$ cat src/rtl/ps2_pkg.sv
// Shared constants and state types for the PS/2 host port.
// Assumes a byte-wide register bank of eight locations.
package ps2_pkg;
    localparam int BYTE_W  = 8;
    localparam int REG_CNT = 8;
    localparam int ADDR_W  = $clog2(REG_CNT);
    localparam int FRAME_W = 10;  // bits following the start bit
    localparam int EV_W    = 4;

    localparam logic [ADDR_W-1:0] A_TXD  = 3'd0;
    localparam logic [ADDR_W-1:0] A_RXD  = 3'd1;
    localparam logic [ADDR_W-1:0] A_STAT = 3'd2;
    localparam logic [ADDR_W-1:0] A_SET  = 3'd3;
    localparam logic [ADDR_W-1:0] A_CLR  = 3'd4;
    localparam logic [ADDR_W-1:0] A_MASK = 3'd5;
    localparam logic [ADDR_W-1:0] A_PEND = 3'd6;

    typedef enum logic [2:0] {
        TX_IDLE, TX_INHIBIT, TX_REQ, TX_SHIFT, TX_ACK
    } tx_state_e;

    typedef enum logic {
        RX_IDLE, RX_SHIFT
    } rx_state_e;
endpackage

$ cat src/rtl/ps2_line_filter.sv
// Two-flop synchronizer followed by a persistence filter.
// The clean output follows the input only after it has differed for
// FILT_LEN consecutive cycles. Idle level of the line is high.
module ps2_line_filter #(
    parameter int FILT_LEN = 8
) (
    input  logic clk,
    input  logic rst_n,
    input  logic line_in,
    output logic line_clean
);
    localparam int CW = $clog2(FILT_LEN + 1);

    logic [1:0]    sync_q;
    logic [CW-1:0] run_q;

    // Bring the asynchronous line into the clock domain.
    always_ff @(posedge clk) begin
        if (!rst_n) sync_q <= 2'b11;
        else        sync_q <= {sync_q[0], line_in};
    end

    // Accept a new level only once it has persisted long enough.
    always_ff @(posedge clk) begin
        if (!rst_n) begin
            run_q      <= '0;
            line_clean <= 1'b1;
        end else if (sync_q[1] == line_clean) begin
            run_q <= '0;
        end else if (run_q == CW'(FILT_LEN - 1)) begin
            run_q      <= '0;
            line_clean <= sync_q[1];
        end else begin
            run_q <= run_q + 1'b1;
        end
    end
endmodule

$ cat src/rtl/ps2_rx_fsm.sv
// Receive state machine: shifts in a device frame on filtered falling
// clock edges, checks odd parity and stop bit, and bounds the frame
// length with a timeout. Assumes edges arrive as one-cycle pulses.
module ps2_rx_fsm
    import ps2_pkg::*;
#(
    parameter int TIMEOUT_CYC = 500000
) (
    input  logic              clk,
    input  logic              rst_n,
    input  logic              rx_enable,
    input  logic              bit_fall,
    input  logic              bit_val,
    output logic              rx_done,
    output logic              rx_err,
    output logic [BYTE_W-1:0] rx_byte
);
    localparam int TW = $clog2(TIMEOUT_CYC + 1);

    rx_state_e          state_q;
    logic [3:0]         idx_q;
    logic [FRAME_W-1:0] shreg_q;
    logic [TW-1:0]      timer_q;
    logic [FRAME_W-1:0] frame_next;
    logic               frame_ok;

    assign frame_next = {bit_val, shreg_q[FRAME_W-1:1]};
    assign frame_ok   = (^frame_next[BYTE_W:0]) && frame_next[FRAME_W-1];

    // Frame sequencing, checking and timeout.
    always_ff @(posedge clk) begin
        if (!rst_n) begin
            state_q <= RX_IDLE;
            idx_q   <= '0;
            shreg_q <= '0;
            timer_q <= '0;
            rx_done <= 1'b0;
            rx_err  <= 1'b0;
            rx_byte <= '0;
        end else begin
            rx_done <= 1'b0;
            rx_err  <= 1'b0;
            case (state_q)
                RX_IDLE: begin
                    timer_q <= '0;
                    idx_q   <= '0;
                    if (rx_enable && bit_fall && !bit_val) state_q <= RX_SHIFT;
                end
                RX_SHIFT: begin
                    if (!rx_enable) begin
                        state_q <= RX_IDLE;
                    end else if (timer_q == TW'(TIMEOUT_CYC - 1)) begin
                        rx_err  <= 1'b1;
                        state_q <= RX_IDLE;
                    end else begin
                        timer_q <= timer_q + 1'b1;
                        if (bit_fall) begin
                            shreg_q <= frame_next;
                            idx_q   <= idx_q + 1'b1;
                            if (idx_q == 4'(FRAME_W - 1)) begin
                                state_q <= RX_IDLE;
                                if (frame_ok) begin
                                    rx_done <= 1'b1;
                                    rx_byte <= frame_next[BYTE_W-1:0];
                                end else begin
                                    rx_err <= 1'b1;
                                end
                            end
                        end
                    end
                end
                default: state_q <= RX_IDLE;
            endcase
        end
    end
endmodule

$ cat src/rtl/ps2_tx_fsm.sv
// Transmit state machine: inhibits the bus, requests to send, shifts
// data/parity/stop on device falling edges and samples the acknowledge.
// Assumes the device clock is seen as filtered one-cycle fall pulses.
module ps2_tx_fsm
    import ps2_pkg::*;
#(
    parameter int INHIBIT_CYC = 25000,
    parameter int TIMEOUT_CYC = 500000
) (
    input  logic              clk,
    input  logic              rst_n,
    input  logic              tx_start,
    input  logic [BYTE_W-1:0] tx_byte,
    input  logic              bit_fall,
    input  logic              bit_val,
    output logic              tx_busy,
    output logic              clk_pd,
    output logic              data_pd,
    output logic              tx_done,
    output logic              tx_err
);
    localparam int CMAX = (INHIBIT_CYC > TIMEOUT_CYC) ? INHIBIT_CYC : TIMEOUT_CYC;
    localparam int CW   = $clog2(CMAX + 1);

    tx_state_e          state_q;
    logic [FRAME_W-1:0] frame_q;
    logic [3:0]         idx_q;
    logic               dbit_q;
    logic [CW-1:0]      cnt_q;
    logic               timed_out;

    assign timed_out = (cnt_q == CW'(TIMEOUT_CYC - 1));

    // Line drive decoded from the current phase.
    always_comb begin
        clk_pd  = (state_q == TX_INHIBIT) || (state_q == TX_REQ);
        data_pd = (state_q == TX_REQ) || ((state_q == TX_SHIFT) && !dbit_q);
        tx_busy = (state_q != TX_IDLE);
    end

    // Transmit sequencing, bit shifting, acknowledge and timeout.
    always_ff @(posedge clk) begin
        if (!rst_n) begin
            state_q <= TX_IDLE;
            frame_q <= '0;
            idx_q   <= '0;
            dbit_q  <= 1'b1;
            cnt_q   <= '0;
            tx_done <= 1'b0;
            tx_err  <= 1'b0;
        end else begin
            tx_done <= 1'b0;
            tx_err  <= 1'b0;
            case (state_q)
                TX_IDLE: begin
                    cnt_q <= '0;
                    if (tx_start) begin
                        frame_q <= {1'b1, ~^tx_byte, tx_byte};
                        state_q <= TX_INHIBIT;
                    end
                end
                TX_INHIBIT: begin
                    if (cnt_q == CW'(INHIBIT_CYC - 1)) begin
                        cnt_q   <= '0;
                        state_q <= TX_REQ;
                    end else begin
                        cnt_q <= cnt_q + 1'b1;
                    end
                end
                TX_REQ: begin
                    dbit_q  <= 1'b0;
                    idx_q   <= '0;
                    cnt_q   <= '0;
                    state_q <= TX_SHIFT;
                end
                TX_SHIFT: begin
                    if (timed_out) begin
                        tx_err  <= 1'b1;
                        dbit_q  <= 1'b1;
                        state_q <= TX_IDLE;
                    end else begin
                        cnt_q <= cnt_q + 1'b1;
                        if (bit_fall) begin
                            dbit_q <= frame_q[idx_q];
                            idx_q  <= idx_q + 1'b1;
                            if (idx_q == 4'(FRAME_W - 1)) state_q <= TX_ACK;
                        end
                    end
                end
                TX_ACK: begin
                    if (timed_out) begin
                        tx_err  <= 1'b1;
                        state_q <= TX_IDLE;
                    end else begin
                        cnt_q <= cnt_q + 1'b1;
                        if (bit_fall) begin
                            tx_done <= !bit_val;
                            tx_err  <= bit_val;
                            state_q <= TX_IDLE;
                        end
                    end
                end
                default: state_q <= TX_IDLE;
            endcase
        end
    end
endmodule

$ cat src/rtl/ps2_host_port.sv
// PS/2 host port top: line filtering, edge detection, transmit and
// receive engines, and an eight-location byte register bank with
// per-event set, clear and mask. Reads are combinational.
module ps2_host_port
    import ps2_pkg::*;
#(
    parameter int INHIBIT_CYC = 25000,
    parameter int FILT_LEN    = 8,
    parameter int TIMEOUT_CYC = 500000
) (
    input  logic              clk,
    input  logic              rst_n,
    input  logic [ADDR_W-1:0] reg_addr,
    input  logic              reg_wr_en,
    input  logic [BYTE_W-1:0] reg_wr_data,
    input  logic              reg_rd_en,
    output logic [BYTE_W-1:0] reg_rd_data,
    input  logic              ps2_clk_in,
    input  logic              ps2_data_in,
    output logic              ps2_clk_pd,
    output logic              ps2_data_pd,
    output logic              irq
);
    logic [1:0]        raw_lines;
    logic [1:0]        clean_lines;
    logic              clk_clean_q;
    logic              clk_fall;

    logic [BYTE_W-1:0] txd_q;
    logic [BYTE_W-1:0] rxd_q;
    logic [EV_W-1:0]   status_q;
    logic [EV_W-1:0]   mask_q;
    logic [EV_W-1:0]   hw_ev;
    logic [EV_W-1:0]   set_bits;
    logic [EV_W-1:0]   clr_bits;

    logic              tx_start, tx_busy, tx_done, tx_err;
    logic              rx_done, rx_err;
    logic [BYTE_W-1:0] rx_byte;

    assign raw_lines = {ps2_data_in, ps2_clk_in};

    // One filter per line: index 0 is clock, index 1 is data.
    for (genvar g = 0; g < 2; g++) begin : g_line
        ps2_line_filter #(.FILT_LEN(FILT_LEN)) u_filt (
            .clk        (clk),
            .rst_n      (rst_n),
            .line_in    (raw_lines[g]),
            .line_clean (clean_lines[g])
        );
    end

    // Remember the last filtered clock level for fall detection.
    always_ff @(posedge clk) begin
        if (!rst_n) clk_clean_q <= 1'b1;
        else        clk_clean_q <= clean_lines[0];
    end
    assign clk_fall = clk_clean_q && !clean_lines[0];

    assign tx_start = reg_wr_en && (reg_addr == A_TXD) && !tx_busy;

    ps2_tx_fsm #(.INHIBIT_CYC(INHIBIT_CYC), .TIMEOUT_CYC(TIMEOUT_CYC)) u_tx (
        .clk      (clk),
        .rst_n    (rst_n),
        .tx_start (tx_start),
        .tx_byte  (reg_wr_data),
        .bit_fall (clk_fall),
        .bit_val  (clean_lines[1]),
        .tx_busy  (tx_busy),
        .clk_pd   (ps2_clk_pd),
        .data_pd  (ps2_data_pd),
        .tx_done  (tx_done),
        .tx_err   (tx_err)
    );

    ps2_rx_fsm #(.TIMEOUT_CYC(TIMEOUT_CYC)) u_rx (
        .clk       (clk),
        .rst_n     (rst_n),
        .rx_enable (!tx_busy),
        .bit_fall  (clk_fall),
        .bit_val   (clean_lines[1]),
        .rx_done   (rx_done),
        .rx_err    (rx_err),
        .rx_byte   (rx_byte)
    );

    assign hw_ev    = {rx_err, rx_done, tx_err, tx_done};
    assign set_bits = (reg_wr_en && reg_addr == A_SET) ? reg_wr_data[EV_W-1:0] : '0;
    assign clr_bits = (reg_wr_en && reg_addr == A_CLR) ? reg_wr_data[EV_W-1:0] : '0;

    // Event bits: clears apply first, hardware and software sets win.
    always_ff @(posedge clk) begin
        if (!rst_n) status_q <= '0;
        else        status_q <= (status_q & ~clr_bits) | hw_ev | set_bits;
    end

    // Mask, transmit byte and receive byte holding registers.
    always_ff @(posedge clk) begin
        if (!rst_n) begin
            mask_q <= '1;
            txd_q  <= '0;
            rxd_q  <= '0;
        end else begin
            if (reg_wr_en && reg_addr == A_MASK) mask_q <= reg_wr_data[EV_W-1:0];
            if (tx_start) txd_q <= reg_wr_data;
            if (rx_done)  rxd_q <= rx_byte;
        end
    end

    assign irq = |(status_q & ~mask_q);

    // Read multiplexer.
    always_comb begin
        reg_rd_data = '0;
        if (reg_rd_en) begin
            case (reg_addr)
                A_TXD:   reg_rd_data = txd_q;
                A_RXD:   reg_rd_data = rxd_q;
                A_STAT:  reg_rd_data = {3'b000, tx_busy, status_q};
                A_MASK:  reg_rd_data = {4'b0000, mask_q};
                A_PEND:  reg_rd_data = {4'b0000, status_q & ~mask_q};
                default: reg_rd_data = '0;
            endcase
        end
    end
endmodule

$ cat config.mk
export PLATFORM = sky130hd
export DESIGN_NAME = ps2_host_port
export DESIGN_NICKNAME = d
export VERILOG_FILES = /design/src/rtl/ps2_pkg.sv /design/src/rtl/ps2_line_filter.sv /design/src/rtl/ps2_rx_fsm.sv /design/src/rtl/ps2_tx_fsm.sv /design/src/rtl/ps2_host_port.sv
export SDC_FILE = /design/constraint.sdc
export NUM_CORES = 1
export LEC_CHECK = 0
export CAP_MARGIN = 20
export CORE_UTILIZATION = 67
export CTS_BUF_LIST = sky130_fd_sc_hd__clkbuf_4 sky130_fd_sc_hd__clkbuf_8
export DETAILED_ROUTE_END_ITERATION = 7
export GPL_TIMING_DRIVEN = 1
export PLACE_DENSITY = 0.88
export SLEW_MARGIN = 5
export SYNTH_ARGS = -nofsm -noshare
export SYNTH_HDL_FRONTEND = slang
export SYNTH_SLANG_ARGS = --single-unit
$ cat constraint.sdc
create_clock -name clk -period 6.6 [get_ports clk]
set_clock_uncertainty 0.15 [all_clocks]
set_input_delay 1.98 -clock clk [delete_from_list [all_inputs] [get_ports clk]]
set_output_delay 1.98 -clock clk [all_outputs]
set_load 0.02 [all_outputs]
==> reports/qor.yml, run 1 <==
first_iter_violations: 309
synth_top_area_share_pct: 41.9
slew_viol_final: 0
slowest_stage: "clkdlybuf4s50_1"
gr-total-overflow: 0
pre_cts_slack_ps: 408
ioPinCount: 28
rows: 32
path_class: "in2out"
setup_tns_ps: 0
grt_pass1_wl_mm: 20.6
finalHoldViolations: 0
netlist_top_cells_area: "dfxtp_1 (42%), nor2_1 (6.4%), mux2i_1 (6.1%), nand3_1 (4.6%), xnor2_1 (4.4%)"
slowest_delay_ps: 760
worst_skew_pair.late_latency_ps: 430
drive_gt1_share_pct: 7.38
ir_drop_uv: 228
cpMostUsedCell: "clkdlybuf4s50_1"
cts_tree: "built"
hold_buffers: 0
synthCells: 631
worst-path-buf-inv: 3
synth_cell_types: 54
status: "finished clean"
met3_usage_pct: 5.72
path_clk_slew_ps: 70
cts.sinks: 113
vias_per_cell: 6.04
grt-busiest-layer: "met2"
synth_seq_area_share_pct: 41.9
drc: 0
grtUsageMet1_pct: 37.1
ys_ff_latch: 113
num_vias: 4630
maxCapViolCount: 0
power_leakage_nw: 2.14
cts-htree-levels: 4
grt_max_degree: 42
io_buffers: 27
dp_hpwl_mm: 8.06
setup_viol: 0
end_kind: "output pin"
path_depth: 7
synth.avg_cell_area_um2: 8.55
path_delay_family: "buffers and inverters"
whs_ps: 269
synth_ff_type: "dfxtp_1"
worst-r2r-setup-slack_ps: 3960
detail-route-antenna-nets: 0
synthToLayoutAreaGrowth_pct: 13.4
gp_congestion: 0.842
power_density_nw_per_um2: 258
timing.final.crit_share_pct: 94.2
routed_wl_mm: 12.2
cts_setup_buffers: 0
placed_cell_area_um2: 5690
core-area_um2: 7770
n_antenna_cell: 0
cts_buffers: 17
drt_pass1_iterations: 5
initial_core_util_pct: 69.5
fmax_mhz: 161
async_reset_ff_share_pct: 0
rsz0062_at_grt: "false"
dieWidth_um: 91.7
syn_area_um2: 5400
antenna_found_initial: 0
synth_warnings: 0
crit_path_max_fanout: 12
min_path_cells: 1
tightestPinTransition_ps: 775
critPathLaunchType: "input port"
cts-root-buf: "clkbuf_8"
yosys.area.top_type: "dfxtp_1"
track_usage_pct: 30.8
worstHoldPathType: "reg2reg"
cts.repair.resized: 0
die_y_um: 91.7
critical_path_required_ps: 4470
crit_chain: "clkdlybuf4s50_1 -> buf_4 -> mux2i_1 -> nor2_1 -> a21oi_1 -> nor3b_1 -> clkdlybuf4s50_1"
maxSlewHeadroom_pct: 48.2
clk_path_buf_depth: 2
syn_nets: 656
final.setup.worst_slack_ps: 382
grt_pass1_vias: 4502
grt_util_met2_pct: 53.2
timing.final.crit_period_ps: 6220
crit_arrival_ps: 4090
fin_area_um2: 6120
fp.dieArea_um2: 8420
fin_nets: 676
synth-edff-count: 0
rr_worst_depth: 7
wl_per_cell_um: 16.0
## worst paths after layout
path,to,start
setup / recovery,reg_rd_data[4],reg_addr[0]
hold / removal,g_line[0].u_filt.sync_q[1],g_line[0].u_filt.sync_q[0]
setup reg to reg,u_rx.shreg_q[2],u_rx.timer_q[0]
hold reg to reg,g_line[0].u_filt.sync_q[1],g_line[0].u_filt.sync_q[0]
## per-layer routing
layer  wire length [um]  share of wire [%]
met1               5170                 42
met2               6080                 50
met3                634                5.2
met4                335                2.7
met5                  0                  0
## cells by family after synthesis
| kind of cell | synth area share (%) |
|---|---|
| compound gates | 9.48 |
| fa+ha+maj | 1.85 |
| mux | 6.96 |
| xor+xnor | 8.79 |
| simple gates | 27.5 |
| flops | 41.9 |
| buf+inv | 3.52 |
## worst register-to-register path, stage by stage (launching register included)
cell and delay [ps]:
dfxtp_1 390, ha_1 330, nor4bb_1 260, nand4b_1 210
o21a_1 360, nand3_1 500, mux2i_1 280, nor2_1 60
## state kept, by name, summed over array words and instances, names as in the netlist, 4 cells and up
register / count
rxd_q: 8
mask_q: 4
status_q: 4
u_rx.timer_q: 19
u_rx.rx_byte: 8
txd_q: 7
g_line.u_filt.sync_q: 4
g_line.u_filt.run_q: 8
u_rx.shreg_q: 9
u_tx.cnt_q: 19
u_rx.idx_q: 4
u_tx.idx_q: 4
## layout by cell type, fill, tap and decap left out, types with 9 or more instances in the layout
cell type	instances
a21oi_1	25
clkbuf_8	17
clkdlybuf4s50_1	27
dfxtp_1	113
inv_1	14
mux2i_1	33
nand2_1	58
nand2b_1	11
nand3_1	50
nand4_1	9
nor2_1	92
nor3_1	10
o21ai_0	19
xnor2_1	27
xor2_1	22
## metrics by stage
step / util, % / power [mW] / instances
2_1_floorplan: - / 0.847 / 631
3_3_place_gp: 73.3 / 0.900 / 733
3_5_place_dp: 73.3 / 0.903 / 733
4_1_cts: 78.7 / 1.58 / 765
5_1_grt: 78.8 / 1.63 / 766
6_report: 78.8 / 1.58 / 766
## area by class of cell
| class | instances | area (um^2) |
|---|---|---|
| Tap cell | 102 | 128 |
| Clock inverter | 15 | 184 |
| Sequential cell | 113 | 2260 |
| Clock buffer | 17 | 234 |
| Timing Repair Buffer | 33 | 313 |
| Fill cell | 507 | 1650 |
| Multi-Input combinational cell | 472 | 2940 |
| Inverter | 14 | 52.6 |
## cell usage after synthesis (4+ instances only)
cell,number
mux2i_1,33
nor4_1,5
xor2_1,22
xnor2_1,27
nand3_1,50
o21ai_0,19
a31oi_1,6
a21oi_1,25
nor2_1,92
nand2b_1,11
buf_2,5
nor3_1,10
and3_1,8
or3_1,8
or4_1,5
and4_1,7
dfxtp_1,113
o31ai_1,4
clkbuf_1,23
nand3b_1,6
nand4_1,9
a211oi_1,7
ha_1,8
nand2_1,58
inv_1,14
and2_1,7
a221oi_1,4
## power breakdown
group	leakage [nW]	switching [mW]	internal [mW]
sequential	0.912	0.0193	0.693
combinational	1.03	0.114	0.0676
clock	0.203	0.307	0.377
total	2.14	0.440	1.14
No activity file was read; power rests on OpenSTA's default activity.
==> inputs of run 2 (changes only) <==
CAP_MARGIN = default   (was 20)
GPL_TIMING_DRIVEN = default   (was 1)
==> run 2 against run 1 <==
Against the previous run: die area unchanged; critical path type unchanged; register-to-register slack barely moved; power barely moved; wire length up 0.29%.
==> reports/qor.yml, run 2 (synthesized netlist as in run 1, its figures left out) <==
grt_pass1_vias: 4502
cts_tree: "built"
seqPwrFrac_pct: 45.2
grt-busiest-layer: "met2"
timing.final.crit_share_pct: 94.0
place_inst: 733
initial_core_util_pct: 69.5
first_iter_violations: 325
tightestPinTransition_ps: 1130
reg_top3: "u_rx.timer_q (19), u_tx.cnt_q (19), u_rx.shreg_q (9)"
gr-total-overflow: 0
n_antenna_cell: 0
netSwitchingFraction_pct: 27.9
die_y_um: 91.7
wl_per_cell_um: 16.0
pwr-share-clk_pct: 43.4
status: "finished clean"
crit_arrival_ps: 4080
track_usage_pct: 30.8
met3_usage_pct: 5.72
whs_ps: 268
num-fill-cells: 508
ir_drop_uv: 228
hold_buffers: 0
path_class: "in2out"
path_clk_slew_ps: 70
worstHoldPathType: "reg2reg"
final_common_cell: "dfxtp_1"
dieWidth_um: 91.7
slowest_delay_ps: 760
worst-path-buf-inv: 3
cts-htree-levels: 4
drive_gt1_share_pct: 7.24
critical_path_required_ps: 4470
final_cells: 765
cpMostUsedCell: "clkdlybuf4s50_1"
clk_path_buf_depth: 2
crit_chain: "clkdlybuf4s50_1 -> buf_4 -> mux2i_1 -> nor2_1 -> a21oi_1 -> nor3b_1 -> clkdlybuf4s50_1"
timing.final.crit_period_ps: 6210
ioPinCount: 28
slowest_stage: "clkdlybuf4s50_1"
rows: 32
drt_pass1_iterations: 5
switchingPower_mw: 0.440
num_vias: 4648
drc: 0
cts.sinks: 113
vias_per_cell: 6.08
cts_setup_buffers: 0
core-area_um2: 7770
grt_max_degree: 42
worst-r2r-setup-slack_ps: 3970
path_delay_family: "buffers and inverters"
grt_pass1_wl_mm: 20.6
fp.dieArea_um2: 8420
slew_viol_final: 0
most-common-layout-cells: "dfxtp_1 (113), nor2_1 (92), nand2_1 (58)"
detail-route-antenna-nets: 0
power_leakage_nw: 2.14
cts-root-buf: "clkbuf_8"
grt_util_met2_pct: 53.2
end_kind: "output pin"
setup_tns_ps: 0
maxSlewHeadroom_pct: 23.8
rsz0062_at_grt: "false"
routed_wl_mm: 12.3
dp_hpwl_mm: 8.06
worst_skew_pair.late_latency_ps: 420
fin_nets: 675
setup_viol: 0
gp_congestion: 0.842
finalHoldViolations: 0
power_density_nw_per_um2: 258
p_int_mw: 1.14
synthToLayoutAreaGrowth_pct: 13.3
antenna_found_initial: 0
cts_buffers: 17
comb_power_share_pct: 11.5
fmax_mhz: 161
cts.repair.resized: 0
critPathLaunchType: "input port"
maxCapViolCount: 0
grtUsageMet1_pct: 37.1
io_buffers: 27
crit_path_max_fanout: 12
==> run 2: cell count changes in the layout (fill, tap and decap cells not counted) <==
cell | before | now
buf_2 | 1 | 0
==> run 2: area by class of cell <==
type                    count  area [um^2]  area share, %
clock buffers              17          234           3.83
repair buffers             32          308           5.04
multi-input cells         472         2940           48.2
well taps                 102          128           2.09
flip-flops and latches    113         2260           37.0
inverters                  14         52.6          0.860
clock inverters            15          184           3.01
==> run 2: through the flow <==
step	setup slack (ps)	cell area [um^2]	total power, mW	utilization [%]
after global placement	460	5690	0.900	73.3
after global routing	290	6110	1.63	78.7
final	393	6110	1.58	78.7
after floorplan	1090	5400	0.847	-
after detailed placement	408	5690	0.903	73.3
after CTS	410	6110	1.58	78.7
==> run 2: power groups by stage <==
stage / logic, mW / clock network [mW] / registers [mW]
CTS: 0.179 / 0.692 / 0.712
global route: 0.195 / 0.724 / 0.715
floorplan: 0.132 / 0 / 0.715
detailed placement: 0.176 / 0 / 0.727
global placement: 0.173 / 0 / 0.727
finish: 0.181 / 0.684 / 0.713
==> run 2: metal layers <==
layer / wire length (um) / vias up / share of wire, %
met5: 0 / - / 0
met2: 6050 / 154 / 49
met1: 5250 / 2203 / 43
met3: 603 / 37 / 4.9
met4: 355 / 0 / 2.9
li1: - / 2254 / -
==> run 2: final timing paths <==
| kind | depth (start not counted) | from | to |
|---|---|---|---|
| max | 7 | reg_addr[0] | reg_rd_data[4] |
| min | 1 | g_line[0].u_filt.sync_q[0] | g_line[0].u_filt.sync_q[1] |
| max reg2reg | 7 | u_rx.timer_q[0] | u_rx.shreg_q[2] |
| min reg2reg | 1 | g_line[0].u_filt.sync_q[0] | g_line[0].u_filt.sync_q[1] |
